$ cat src/rtl/bist_pkg.sv
package bist_pkg;
  localparam int CTRL_W = 5;

  localparam logic [2:0] SRC_PCLK = 3'd0;
  localparam logic [2:0] SRC_100  = 3'd1;
  localparam logic [2:0] SRC_75   = 3'd2;
  localparam logic [2:0] SRC_50   = 3'd3;
  localparam logic [2:0] SRC_37P5 = 3'd4;
  localparam logic [2:0] SRC_25   = 3'd5;

  typedef struct packed {
    logic [1:0] wmode;     // [4:3]
    logic [1:0] field;     // [2:1]
    logic       reg_mode;  // [0]
  } ctrl_t;

  // returns {reserved, source code}
  function automatic logic [3:0] decode_src(input ctrl_t c, input logic [1:0] pins);
    logic [3:0] r;
    r = {1'b1, SRC_PCLK};
    if (!c.reg_mode) begin
      case (pins)
        2'b00:   r = {1'b0, SRC_PCLK};
        2'b01:   r = {1'b0, SRC_50};
        2'b10:   r = {1'b0, SRC_25};
        default: r = {1'b1, SRC_PCLK};
      endcase
    end else if (c.wmode == 2'b11 || c.field == 2'b11) begin
      r = {1'b1, SRC_PCLK};
    end else if (c.field == 2'b00) begin
      r = {1'b0, SRC_PCLK};
    end else if (c.field == 2'b01) begin
      case (c.wmode)
        2'd0:    r = {1'b0, SRC_100};
        2'd1:    r = {1'b0, SRC_75};
        default: r = {1'b0, SRC_50};
      endcase
    end else begin
      case (c.wmode)
        2'd0:    r = {1'b0, SRC_50};
        2'd1:    r = {1'b0, SRC_37P5};
        default: r = {1'b0, SRC_25};
      endcase
    end
    return r;
  endfunction
endpackage

$ cat src/rtl/bist_clksel.sv
module bist_clksel
  import bist_pkg::*;
(
  input  ctrl_t      ctrl,
  input  logic [1:0] pins,
  output logic [2:0] src,
  output logic       reserved
);
  logic [3:0] dec;
  assign dec      = decode_src(ctrl, pins);
  assign src      = dec[2:0];
  assign reserved = dec[3];
endmodule

$ cat src/rtl/bist_errcnt.sv
module bist_errcnt #(
  parameter int CNT_W = 8
) (
  input  logic             clk,
  input  logic             rst_n,
  input  logic             start,
  input  logic             inc,
  output logic [CNT_W-1:0] cnt
);
  localparam logic [CNT_W-1:0] CMAX = '1;

  always_ff @(posedge clk or negedge rst_n) begin
    if (!rst_n)                 cnt <= '0;
    else if (start)             cnt <= CNT_W'(inc);
    else if (inc && cnt != CMAX) cnt <= cnt + 1'b1;
  end
endmodule

$ cat src/rtl/bist_pass_seq.sv
module bist_pass_seq #(
  parameter int PEND_W      = 4,
  parameter int VERDICT_CYC = 2
) (
  input  logic clk,
  input  logic rst_n,
  input  logic start,
  input  logic stop,
  input  logic inc,
  input  logic all_clear,
  output logic pass_o,
  output logic verdict_on
);
  localparam int VW = $clog2(VERDICT_CYC + 1);
  localparam logic [PEND_W:0] PMAX = {1'b0, {PEND_W{1'b1}}};

  logic [PEND_W-1:0] pend_q;
  logic              low_q;
  logic [VW-1:0]     vcnt_q;
  logic              vval_q;
  logic [PEND_W:0]   total;

  function automatic logic [PEND_W-1:0] sat(input logic [PEND_W:0] v);
    return (v > PMAX) ? PMAX[PEND_W-1:0] : v[PEND_W-1:0];
  endfunction

  assign total = {1'b0, pend_q} + (PEND_W+1)'(inc);

  always_ff @(posedge clk or negedge rst_n) begin
    if (!rst_n) begin
      pend_q <= '0;
      low_q  <= 1'b0;
      vcnt_q <= '0;
      vval_q <= 1'b1;
    end else if (stop) begin
      pend_q <= '0;
      low_q  <= 1'b0;
      vcnt_q <= VW'(VERDICT_CYC);
      vval_q <= all_clear;
    end else begin
      if (start)              vcnt_q <= '0;
      else if (vcnt_q != '0)  vcnt_q <= vcnt_q - 1'b1;
      if (low_q) begin
        low_q  <= 1'b0;
        pend_q <= sat(total);
      end else if (total != '0) begin
        low_q  <= 1'b1;
        pend_q <= PEND_W'(total - 1'b1);
      end
    end
  end

  assign verdict_on = (vcnt_q != '0);
  assign pass_o     = verdict_on ? vval_q : ~low_q;
endmodule

$ cat src/rtl/bist_status_ctrl.sv
module bist_status_ctrl
  import bist_pkg::*;
#(
  parameter int CNT_W       = 8,
  parameter int PEND_W      = 4,
  parameter int VERDICT_CYC = 2
) (
  input  logic              clk2x,
  input  logic              rst_n,
  input  logic              bist_en,
  input  logic [1:0]        sel_pins,
  input  logic              frame_err,
  input  logic              reg_we,
  input  logic [1:0]        reg_addr,
  input  logic [CTRL_W-1:0] reg_wdata,
  output logic [CNT_W-1:0]  reg_rdata,
  output logic [2:0]        clk_src,
  output logic              pass_o
);
  ctrl_t            ctrl_q;
  logic             en_q;
  logic             cfg_err;
  logic             cfg_reserved;
  logic             sess_start;
  logic             sess_stop;
  logic             err_hit;
  logic             verdict_on;
  logic [CNT_W-1:0] err_cnt;

  assign sess_start = bist_en & ~en_q;
  assign sess_stop  = ~bist_en & en_q;
  assign err_hit    = frame_err & bist_en;

  always_ff @(posedge clk2x or negedge rst_n) begin
    if (!rst_n) begin
      ctrl_q  <= '0;
      en_q    <= 1'b0;
      cfg_err <= 1'b0;
    end else begin
      en_q <= bist_en;
      if (reg_we && reg_addr == 2'd0) ctrl_q <= ctrl_t'(reg_wdata);
      if (bist_en && cfg_reserved)    cfg_err <= 1'b1;
    end
  end

  bist_clksel u_sel (
    .ctrl     (ctrl_q),
    .pins     (sel_pins),
    .src      (clk_src),
    .reserved (cfg_reserved)
  );

  bist_errcnt #(.CNT_W(CNT_W)) u_cnt (
    .clk   (clk2x),
    .rst_n (rst_n),
    .start (sess_start),
    .inc   (err_hit),
    .cnt   (err_cnt)
  );

  bist_pass_seq #(.PEND_W(PEND_W), .VERDICT_CYC(VERDICT_CYC)) u_seq (
    .clk        (clk2x),
    .rst_n      (rst_n),
    .start      (sess_start),
    .stop       (sess_stop),
    .inc        (err_hit),
    .all_clear  (err_cnt == '0),
    .pass_o     (pass_o),
    .verdict_on (verdict_on)
  );

  always_comb begin
    case (reg_addr)
      2'd0:    reg_rdata = CNT_W'(ctrl_q);
      2'd1:    reg_rdata = err_cnt;
      2'd2:    reg_rdata = CNT_W'(cfg_err);
      default: reg_rdata = '0;
    endcase
  end
endmodule

$ cat config.mk
export PLATFORM = sky130hd
export DESIGN_NAME = bist_status_ctrl
export DESIGN_NICKNAME = d
export VERILOG_FILES = /design/src/rtl/bist_pkg.sv /design/src/rtl/bist_clksel.sv /design/src/rtl/bist_errcnt.sv /design/src/rtl/bist_pass_seq.sv /design/src/rtl/bist_status_ctrl.sv
export SDC_FILE = /design/constraint.sdc
export NUM_CORES = 1
export LEC_CHECK = 0
export BUFFER_PORTS_ARGS = -buffer_cell sky130_fd_sc_hd__buf_2
export CAP_MARGIN = 20
export CORE_UTILIZATION = 61
export DETAILED_ROUTE_END_ITERATION = 8
export PLACE_DENSITY = 0.85
export SLEW_MARGIN = 20
export SYNTH_ARGS = -nofsm -noshare
export SYNTH_HDL_FRONTEND = slang
export SYNTH_HIERARCHICAL = 1
export SYNTH_SLANG_ARGS = --single-unit
export TNS_END_PERCENT = 1
$ cat constraint.sdc
create_clock -name clk2x -period 3.1 [get_ports clk2x]
set_input_delay 0.775 -clock clk2x [delete_from_list [all_inputs] [get_ports clk2x]]
set_output_delay 0.775 -clock clk2x [all_outputs]
set_load 0.005 [all_outputs]
### Word level (Yosys, flattened, before mapping)

Index checks and enable logic that the tools add are counted.

* register bits after elaboration: 23
* input bits: 14
* logic and storage cells: 65

* add/sub/neg operators: 4
* order comparisons: 1
* equality and inequality tests: 9
* mux-type cells: 21
* bitwise logic cells: 6
* reductions and logical operators: 14

Operators with widths (count)
* 4-bit two-way mux: 8
* 8-bit case mux with 3 select lines: 1
* 8-bit two-way mux: 2
* 4-bit case mux with 3 select lines: 1
* 8-bit by 1-bit adder with 8-bit output (second input constant): 1
* 2-bit by 1-bit equality test with 1-bit output (second input constant): 4
* 2-bit equality test (second input constant): 4
* 2-bit logical NOT: 4
* 8-bit logical NOT: 1
* 8-bit != test (second input constant): 1
* 2-bit two-way mux: 3
* 3-bit case mux with 2 select lines: 1
* 3-bit nonzero test: 2
* 4-bit by 1-bit adder with 5-bit output: 1
* 5-bit by 4-bit greater-than comparator with 1-bit output (second input constant): 1
* 5-bit nonzero test: 1
* 1-bit two-way mux: 4
* 2-bit case mux with 2 select lines: 1
* 2-bit nonzero test: 2
* 4-bit by 1-bit subtractor with 4-bit output (second input constant): 1
* 1-bit bitwise AND: 3
* 1-bit logical AND: 3
* 1-bit NOT: 3
* 2-bit by 1-bit subtractor with 2-bit output (second input constant): 1
* 1-bit logical OR: 1

### Logic depth before layout (Yosys ltp)

* depth in word-level cells: 7
* gate-level depth with buffers: 9
* gate-level depth less buffers: 9

### Cells and area by module

Netlist, hierarchy kept.

Modules (own cells, without submodules)
* bist_pass_seq: times used 1, cells each 68, area each 648.1 um2, seq. area each 201.4 um2
* bist_errcnt: times used 1, cells each 47, area each 473.0 um2, seq. area each 200.2 um2
* bist_status_ctrl: times used 1, cells each 36, area each 411.6 um2, seq. area each 175.2 um2
* bist_clksel: times used 1, cells each 20, area each 142.6 um2, seq. area each 0.0 um2

### Worst setup path after synthesis

OpenSTA, ideal clock, no wires.

* path type: input to register
* from: input frame_err
* to: register u_seq.pend_q[3]
* setup time: 0.107 ns
* arrival: 2.518 ns
* required time: 2.993 ns
* path slack: 0.475 ns
* stages: 8
* path through: and2_1 ha_1 ha_1 buf_6 xor2_2 nor4_2 mux2_4 a2111oi_4

* word-level cells in the longest chain between the ends: 6

Ends and longest elaborated chain
* start: declaration: line bist_status_ctrl.sv:12 `input logic frame_err,`
* 1-bit bitwise AND (*): line bist_status_ctrl.sv:32 `assign err_hit = frame_err & bist_en;`
* 4-bit by 1-bit adder with 5-bit output (*): line bist_pass_seq.sv:27 `assign total = {1'b0, pend_q} + (PEND_W+1)'(inc);`
* 4-bit by 1-bit subtractor with 4-bit output / 5-bit by 4-bit greater-than comparator with 1-bit output (equally long branches): line bist_pass_seq.sv:48, bist_pass_seq.sv:24
* 4-bit two-way mux (on tied branches): line bist_pass_seq.sv:46, bist_pass_seq.sv:24
* 4-bit two-way mux: line bist_pass_seq.sv:43 `if (low_q) begin`
* 4-bit two-way mux: line bist_pass_seq.sv:35 `end else if (stop) begin`
* end signal: assignment: line bist_pass_seq.sv:45 `pend_q <= sat(total);`
* end signal: assignment: line bist_pass_seq.sv:48 `pend_q <= PEND_W'(total - 1'b1);`
* end: declaration: line bist_pass_seq.sv:17 `logic [PEND_W-1:0] pend_q;`

Every way passes the cells marked *; elsewhere a longest branch is shown, timed or not. The select of a mux whose other input is x is not followed.
A chain may end at the register's enable or synchronous reset.

### Worst setup path after layout

* from: input bist_en
* to: register u_seq.pend_q[2]

* word-level cells in the longest chain between the ends: 6

Ends and longest elaborated chain
* start: declaration: line bist_status_ctrl.sv:10 `input logic bist_en,`
* 1-bit bitwise AND (*): line bist_status_ctrl.sv:32
* net err_hit: line bist_status_ctrl.sv:26 `logic err_hit;`
* 4-bit by 1-bit adder with 5-bit output (*): line bist_pass_seq.sv:27
* 4-bit by 1-bit subtractor with 4-bit output / 5-bit by 4-bit greater-than comparator with 1-bit output (equally long branches): line bist_pass_seq.sv:48, bist_pass_seq.sv:24
* 4-bit two-way mux (on tied branches): line bist_pass_seq.sv:46, bist_pass_seq.sv:24
* 4-bit two-way mux: line bist_pass_seq.sv:43
* 4-bit two-way mux: line bist_pass_seq.sv:35

Mark *: on every way through the listed nets, which the timed path passes. The rest lies on a longest branch. The select of a mux whose other input is x is not followed.

==> key figures <==
Status
  – Outcome: completed

Clock tree
  – CTS tree: done
  – Cts repair resizes: 0
  – Count of H-tree levels built during CTS: 1
  – Hold buffer count at cts: 0
  – Number of sinks driven by the clock tree: 23
  – Total setup buffers inserted after CTS: 0
  – Clock-pin slew reported for the worst setup and hold paths after clock tree synthesis: 0.13 ns
  – Number of CTS-inserted buffers: 3
  – Clock Tree Root: clkbuf_4
  – Clock insertion delay at the later pin of the skew report: 0.31 ns
  – Bufs on Longest Clock Path: 2

STA
  – Setup total negative slack: 0 ns
  – Number of endpoints failing setup at the final stage: 0
  – Period utilization: 85.6%
  – Number of hold violations in the final report: 0
  – Max transition margin: 44.0%
  – RSZ-0062 raised after global routing: false
  – Slew at the pin with the worst max-slew slack: 0.839 ns
  – Min Clock Period, post-route: 2.65 ns
  – Max Slew Vio Count: 0
  – Max Clock Skew: 0.00628 ns
  – Highest Clock Rate: 377 MHz

Power
  – Reported leakage power: 0.860 nW
  – Total power per unit cell area: 630 nW/um^2
  – Max IR drop VDD: 0.428 mV

Routing
  – DRC Markers: 0
  – Post-DR wirelength/cell: 15.9 um
  – Total wire length after detailed routing: 3570 um
  – Total iterations of the first detailed-routing run: 4
  – Initial drt markers: 24
  – Detailed-route via count: 1377
  – Antenna Violating Nets Remaining: 0
  – Vias/cell: 6.15

Global routing
  – Global routing usage summed across all routing layers: 27.0%
  – Largest net degree at the start of global routing: 24
  – Global-route wire length before repair: 5650 um
  – Residual overflow from global routing: 0
  – Initial antenna violation count: 0
  – Vias in the first global route: 1290

Die
  – Total number of placement rows: 18
  – Placeable core region: 2540 um^2
  – Die height: 54.4 um
  – Die Span X: 54.4 um
  – I/O pins: 26
  – Die area: 2960 um^2
  – Initial Util: 65.8%

Logic synthesis
  – Flops & latches, synth: 23
  – Dominant cells by area after synthesis: dfrtp_1, ha_1, mux2i_1
  – Cell accounting for the most synthesized area: dfrtp_1
  – Post-synth top area share: 32.9%
  – Post-synthesis instance total: 171
  – Count of distinct cell types in the synthesized netlist: 55
  – Post-synthesis average cell area: 9.80 um^2
  – Share of synthesized area occupied by flip-flops and latches: 34.4%
  – Yosys warns: 6
  – Synth Net Count: 195
  – Async SR Flop Fraction: 100%
  – Number of flops mapped to enable cells by yosys: 0
  – Dominant register cell in the synthesized netlist: dfrtp_1
  – Post-Syn Area: 1680 um^2

Critical path
  – Critical Setup Path Class: in -> reg
  – Endpoint type of the worst setup path: flop
  – Arrival time worst endpoint: 2.92 ns
  – Crit-path max FO: 6
  – Startpoint kind of the worst setup timing path: primary input
  – Critical Path RT: 3.36 ns
  – Depth of the worst register-to-register path: 8

Finish
  – Final-stage net count: 219
  – Final standard cell count with taps included and fillers excluded: 224
  – Share of cells above drive strength 1: 25.8%
  – Antenna diode count: 0
  – Area Overhead vs Synth: 8.59%

Job
  – Maxcap violations: 0

Min path
  – Path type of the worst min-delay path: in -> async

Placement
  – Count of input and output buffers: 25
  – HPWL after detailed placement: 2610 um
  – Gp weighted congestion: 0.860
  – Number of placed instances, taps included: 220
Yosys cell counts (all sizes together) (2+ instances only):
cell      n
xnor2     2
nand4     2
a31oi     2
dfrtp    22
mux2      6
and3      3
or3       2
or4       2
nand2b    5
mux2i     8
nor2     10
o21ai     8
a2111oi   3
nor3      3
and2      6
a41oi     2
clkbuf    2
nor3b     2
buf       5
nor4b     2
nand2     5
or2       2
o31a      2
a21oi     9
nand3     5
a311oi    2
inv      16
ha       10
xor2      4
nand3b    2
nor2b     3
registers in the layout (all words and copies together) (netlist names):
register and count:
cfg_err 1, u_seq/vcnt_q 2, u_seq/low_q 1, u_cnt/cnt 8, u_seq/pend_q 4, ctrl_q 5
u_seq/vval_q 1, en_q 1
layout by cell type (no fill, tap or decap), types with 3 or more instances in the layout:
cell / n
buf_2: 25
dfrtp_1: 22
inv_1: 16
nor2_1: 10
ha_1: 10
a21oi_1: 9
mux2i_1: 8
o21ai_0: 7
and2_1: 6
mux2_2: 5
nand2_1: 5
nand2b_1: 5
nand3_1: 5
nor2b_1: 3
clkbuf_4: 3
and3_1: 3
nor3_1: 3
xor2_1: 3
final timing paths:
path	endpoint	from	slack, ns
setup / recovery	u_seq/pend_q[2]	bist_en	0.45
hold / removal	u_seq/vcnt_q[1]	rst_n	0.42
setup reg to reg	u_seq/pend_q[2]	u_seq/pend_q[0]	0.88
hold reg to reg	cfg_err	cfg_err	0.51
max in group asynchronous	u_seq/vval_q	rst_n	2.31
min in group clk2x	cfg_err	cfg_err	0.51
cells by family after synthesis:
family | count (synthesis) | synth area share, %
buffers and inverters | 23 | 6.80
AOI/OAI and AO/OA | 36 | 16.0
xor gates and xnor gates | 6 | 3.59
DFF | 23 | 34.4
muxes | 14 | 9.04
and+or+nand+nor | 59 | 22.7
adders and majority gates | 10 | 7.47
power breakdown:
group | internal, mW | switching (mW) | leakage [nW]
clock network | 0.0482 | 0.0929 | 0.0177
registers | 0.370 | 0.105 | 0.287
logic | 0.256 | 0.274 | 0.555
total | 0.674 | 0.473 | 0.860
area by class of cell:
cell class	count	area (um^2)
clock inverter	1	5.00
tap	30	37.5
sequential	23	577
clock buffer	3	22.5
inverter	16	60.1
timing repair buffer	26	133
multi-input combinational	125	985
fill	198	726
critical path, cell delays in order:
cell	delay [ns]
buf_2	0.12
and2_1	0.21
ha_1	0.25
ha_1	0.34
inv_1	0.09
ha_1	0.22
nor2b_1	0.18
a2111oi_0	0.50
a41oi_1	0.11
nand3_1	0.11
metal layers:
| layer | wire [um] | global-route usage, % |
|---|---|---|
| met5 | 0 | 0 |
| met4 | 82 | 11.5 |
| met3 | 126 | 4.44 |
| met2 | 1830 | 48.0 |
| met1 | 1530 | 31.7 |
through the flow:
stage,instance area (um^2),utilization (%),hold slack [ns],setup WS (ns),total power [mW]
after floorplan,1680,-,0.428,0.475,0.880
final,1820,71.5,0.423,0.445,1.15
after global routing,1820,71.5,0.447,0.318,1.23
after global placement,1790,70.4,0.479,0.296,0.961
after CTS,1820,71.5,0.427,0.501,1.15
after detailed placement,1790,70.4,0.482,0.147,1.01
Note: power is estimated with default switching activity, not from simulation.
